[config.mk]
export PLATFORM = sky130hd
export DESIGN_NAME = gf_serial_mult
export DESIGN_NICKNAME = d
export VERILOG_FILES = /design/src/rtl/gfm_pkg.sv /design/src/rtl/gfm_seq.sv /design/src/rtl/gfm_operand_reg.sv /design/src/rtl/gfm_accum.sv /design/src/rtl/gf_serial_mult.sv
export SDC_FILE = /design/constraint.sdc
export NUM_CORES = 1
export LEC_CHECK = 0
export ABC_CLOCK_PERIOD_IN_PS = 2600
export BUFFER_PORTS_ARGS = -buffer_cell sky130_fd_sc_hd__buf_2
export CORE_MARGIN = 10
export CORE_UTILIZATION = 30
export DETAILED_ROUTE_END_ITERATION = 12
export PLACE_DENSITY_LB_ADDON = 0.05
export SLEW_MARGIN = 0
export SYNTH_ARGS = -nofsm -noshare
export SYNTH_HDL_FRONTEND = slang
export SYNTH_SLANG_ARGS = --single-unit
[constraint.sdc]
create_clock -name clk -period 2.6 [get_ports clk]
set_clock_uncertainty 0.1 [all_clocks]
set_input_delay 0.13 -clock clk [delete_from_list [all_inputs] [get_ports clk]]
set_output_delay 0.13 -clock clk [all_outputs]
set_load 0.02 [all_outputs]
[src/rtl/gfm_pkg.sv]
package gfm_pkg;

  // Width of a counter that must reach the value m.
  function automatic int cnt_bits(input int m);
    return (m < 2) ? 1 : $clog2(m + 1);
  endfunction

endpackage

[src/rtl/gfm_seq.sv]
module gfm_seq #(
  parameter int M = 5
) (
  input  logic clk,
  input  logic rst_n,
  input  logic start,
  output logic load,
  output logic step_en,
  output logic busy,
  output logic done
);
  localparam int CW = gfm_pkg::cnt_bits(M);
  localparam logic [CW-1:0] LAST = CW'(M - 1);

  logic [CW-1:0] cnt_q, cnt_d;
  logic          busy_q, busy_d;
  logic          done_q, done_d;

  always_comb begin
    load    = start & ~busy_q;
    step_en = busy_q;
    cnt_d   = cnt_q;
    busy_d  = busy_q;
    done_d  = 1'b0;
    if (load) begin
      // the loading edge already performs the first step
      cnt_d = CW'(1);
      if (M == 1) done_d = 1'b1;
      else        busy_d = 1'b1;
    end else if (busy_q) begin
      cnt_d = cnt_q + CW'(1);
      if (cnt_q == LAST) begin
        busy_d = 1'b0;
        done_d = 1'b1;
      end
    end
  end

  always_ff @(posedge clk or negedge rst_n) begin
    if (!rst_n) begin
      cnt_q  <= '0;
      busy_q <= 1'b0;
      done_q <= 1'b0;
    end else begin
      cnt_q  <= cnt_d;
      busy_q <= busy_d;
      done_q <= done_d;
    end
  end

  assign busy = busy_q;
  assign done = done_q;
endmodule

[src/rtl/gfm_operand_reg.sv]
module gfm_operand_reg #(
  parameter int M = 5
) (
  input  logic         clk,
  input  logic         rst_n,
  input  logic         load,
  input  logic         shift,
  input  logic [M-1:0] a_in,
  input  logic [M-1:0] b_in,
  output logic [M-1:0] a_q,
  output logic         b_msb
);
  logic [M-1:0] a_r, a_d;
  logic [M-1:0] b_r, b_d;
  logic         en;

  always_comb begin
    en  = load | shift;
    a_d = load ? a_in : a_r;
    // on load the top coefficient is consumed at once, so keep the rest
    b_d = load ? (b_in << 1) : (b_r << 1);
  end

  always_ff @(posedge clk or negedge rst_n) begin
    if (!rst_n) begin
      a_r <= '0;
      b_r <= '0;
    end else if (en) begin
      a_r <= a_d;
      b_r <= b_d;
    end
  end

  assign a_q   = a_r;
  assign b_msb = b_r[M-1];
endmodule

[src/rtl/gfm_accum.sv]
module gfm_accum #(
  parameter int           M        = 5,
  parameter logic [M-1:0] TAP_MASK = 5'b00101
) (
  input  logic         clk,
  input  logic         rst_n,
  input  logic         load,
  input  logic         step_en,
  input  logic [M-1:0] a_op,
  input  logic         b_bit,
  output logic [M-1:0] acc
);
  logic [M-1:0] acc_q;
  logic [M-1:0] src;
  logic [M-1:0] nxt;
  logic         fold;
  logic         en;

  // a fresh operation starts from an empty accumulator
  assign src  = load ? '0 : acc_q;
  assign fold = src[M-1];
  assign en   = load | step_en;

  for (genvar k = 0; k < M; k++) begin : g_stage
    logic lower;
    logic partial;
    if (k == 0) begin : g_bottom
      assign lower = 1'b0;
    end else begin : g_upper
      assign lower = src[k-1];
    end
    assign partial = a_op[k] & b_bit;
    if (TAP_MASK[k]) begin : g_tap
      assign nxt[k] = lower ^ fold ^ partial;
    end else begin : g_plain
      assign nxt[k] = lower ^ partial;
    end
  end

  always_ff @(posedge clk or negedge rst_n) begin
    if (!rst_n) acc_q <= '0;
    else if (en) acc_q <= nxt;
  end

  assign acc = acc_q;
endmodule

[src/rtl/gf_serial_mult.sv]
module gf_serial_mult #(
  parameter int           M        = 5,
  parameter logic [M-1:0] TAP_MASK = 5'b00101
) (
  input  logic         clk,
  input  logic         rst_n,
  input  logic         start,
  input  logic [M-1:0] a,
  input  logic [M-1:0] b,
  output logic [M-1:0] p,
  output logic         done
);
  logic         load;
  logic         step_en;
  logic         busy;
  logic [M-1:0] a_q;
  logic         b_msb;
  logic [M-1:0] a_op;
  logic         b_bit;

  gfm_seq #(.M(M)) u_seq (
    .clk(clk), .rst_n(rst_n), .start(start),
    .load(load), .step_en(step_en), .busy(busy), .done(done)
  );

  gfm_operand_reg #(.M(M)) u_opr (
    .clk(clk), .rst_n(rst_n), .load(load), .shift(step_en),
    .a_in(a), .b_in(b), .a_q(a_q), .b_msb(b_msb)
  );

  // first step uses the live ports, later steps the captured operands
  assign a_op  = load ? a : a_q;
  assign b_bit = load ? b[M-1] : b_msb;

  gfm_accum #(.M(M), .TAP_MASK(TAP_MASK)) u_acc (
    .clk(clk), .rst_n(rst_n), .load(load), .step_en(step_en),
    .a_op(a_op), .b_bit(b_bit), .acc(p)
  );
endmodule

==> impl_results.md <==
* Pin count of the biggest net entering global routing at 25
* Hold Violations, Final at 0
* Startpoint types: flip-flop
* Nets@finish at between 100 and 150
* Total die area at 5580 um2
* Hpwl dp at 1360 um
* Post-synthesis register bit count at 19
* Root buffer cell: clkbuf_4
* Crit share post-route at 0.637
* Top Ports at 19
* Buf+Inv Stages, Crit Path at 1
* Post-Syn Area per Cell at 10.8 um2
* Crit-path max cell delay at 810 ps
* Cell Area, Placed at ~1000 um2
* TNS Setup at 0 ps
* Post-CTS Setup Inserts at 0
* GR Util met3 at 0.0368
* # H-tree levels at 1
* Post-Syn Instances at between 80 and 90
* Status: completed
* CTS tree: yes
* Max Cap Viol at 0
* Placer Congestion at 0.698
* HP Class: in -> reg
* Vias in the first global route at 757
* Routed wire per std cell at 13.5 um
* First DRT Iteration DRCs at 56
* RSZ-0062 raised after global routing: false
* Post-synth EDFFs at 0
* Layout area overhead at 22.0%
* Grt peak-use layer: met2
* Crit-path cells: inv_2 -> nand2_1 -> mux2_2
* P_leak at 0.509 nW
* Mux share of post-synthesis cell area at 0.107
* Slew Limit Fails at 0
* Cell count after placement at 128
* First-pass GRT wire length at 3410 um
* # rows at 19
* Top delay family on crit path: flip-flops
* Syn nets at 98
* Core ar. at 2810 um2
* Die Span X at 74.7 um
* Share of layout cells above drive strength 1 at 0.250
* Critical Path RT at 2690 ps
* Congestion Overflow GR at 0
* Routed WL at 1870 um
* Port Buf Inserts at 18
* Maximum vdd drop at 0.594 mV
* Clock-pin transition on the worst setup and hold timing paths at 110 ps
* Complex-gate fraction of the synthesized area at 0.107
* Starting Density at 0.320
* Via/cell ratio at approximately 4.8
* DRC at 0
* Slew margin rel. at 0.530
* Slew @ Worst Pin at 705 ps
* F_max at 604 MHz
* PwrDens at 1060 nW/um2
* Clock Path Buffers at 2
* Yosys Warn Count at 0
* Grt met2 use at 0.124
* Critical path data arrival time at 1740 ps
* Most frequent cells in the layout: dfrtp_1, buf_2, nand2_1, dlygate4sd3_1
* Async S/R FF share, synth at 1.00
* Inserted Diodes at 0
* Die height at 74.7 um
* Post-Synth Simple-Gate Area at 0.126
* Clk Latency, worst-skew pair at 290 ps
* Fraction of the mapped netlist area in adder cells at 0.0279
* Mapped Area at 897 um2
* Critical Path Fanout Max at 24
* Post-Layout Cell Count at 139
* Initial antenna violation count at 0
* TritonCTS buffer count at 3
* Post-layout instance area at 1090 um2
* Yosys cell types at 24
* Commonest non-fill, non-tap cell in the layout: dfrtp_1
* Drt pass-1 iters at 3
* Crit path max-delay cell type: dfrtp_1
* Post-synthesis xor/xnor area fraction at 0.0586
* Clock sink count at 19
* Tmin final at 1660 ps
* ANT nets after route at 0
* Critical path class: reg -> reg
* GR Layer Usage met1 at 0.0934
* Largest family of logic cells by synthesized area: simple AND/OR/NAND/NOR gates
* GRT Total Usage at 0.0796
* Final setup fails at 0
* Crit path capture type: flip-flop
* Register area share after synthesis at 0.530
* Post-synth top flop: dfrtp_1
* Via count at 669
==> cell usage after synthesis, types with 2 or more instances <==
cell	n	share of area
dfrtp_1	19	0.53
nand2_1	12	0.050
a21oi_1	5	0.028
mux2_2	5	0.063
xor2_1	5	0.049
a311oi_1	4	0.039
mux2i_1	4	0.045
nor2_1	4	0.017
nor2b_1	4	0.028
o21ai_0	4	0.022
ha_1	2	0.028
inv_1	2	0.0084
nand3_1	2	0.011
==> metal layers <==
metal	vias to the layer above	wire [um]
li1	339	-
met1	315	906
met2	13	846
met3	2	102
met4	0	16
met5	-	0
==> metrics by stage <==
step	hold slack, ps	total power [mW]	worst slack [ps]	utilization
after global placement	5.39	1.02	960	0.356
after CTS	10.3	1.18	932	0.390
after detailed placement	1.76	1.02	937	0.356
final	17.4	1.16	944	0.390
after global routing	47.9	1.29	819	0.390
after floorplan	-266	0.884	1390	-
==> logic make-up (layout without fill, tap and decap cells) <==
kind of cell | Yosys count | count (layout)
AND/OR/NAND/NOR | 25 | 25
multiplexers | 9 | 9
XOR/XNOR | 6 | 6
flip-flops | 19 | 19
buffers and inverters | 7 | 32
AO/OA/AOI/OAI | 15 | 15
adder cells (fa/ha/maj) | 2 | 2
==> tightest hold or removal path, cell delays in order <==
cell	delay [ps]
buf_2	80
mux2i_1	50
o21ai_0	120
==> flip-flops by register name, summed over array words and instances (netlist names) <==
| register | flops |
|---|---|
| u_seq.cnt_q | 3 |
| u_acc.acc | 5 |
| u_opr.b_r | 4 |
| u_seq.done | 1 |
| u_seq.busy | 1 |
| u_opr.a_q | 5 |
==> repair_timing <==
action | in CTS | in global routing
endpoints found under the hold margin | 25 | 0
gates resized for setup | 0 | 0
hold buffers | 7 | 0
==> power by group <==
| group | internal (mW) | switching, mW |
|---|---|---|
| Sequential | 0.433 | 0.135 |
| Combinational | 0.218 | 0.224 |
| Clock | 0.0597 | 0.0890 |
==> worst paths after layout <==
check | cells past startpoint | start | end | slack (ps)
worst max-delay path | 3 | u_seq.busy | u_opr.a_q[2] | 940
worst min-delay path | 3 | b[2] | u_opr.b_r[3] | 20
worst max register to register | 3 | u_seq.busy | u_opr.a_q[2] | 940
worst min register to register | 2 | u_opr.b_r[1] | u_opr.b_r[2] | 390
max in group asynchronous | 2 | rst_n | u_seq.cnt_q[0] | 1910
min in group asynchronous | 2 | rst_n | u_seq.done | 190
==> final cells by class <==
| class | instances | area, um2 |
|---|---|---|
| fill | 289 | 1710 |
| tap | 31 | 38.8 |
| sequential | 19 | 475 |
| multi-input combinational | 57 | 383 |
| timing repair buffer | 25 | 160 |
| inverter | 3 | 11.3 |
| clock buffer | 4 | 26.3 |
Power figures use the tool's default switching activity.
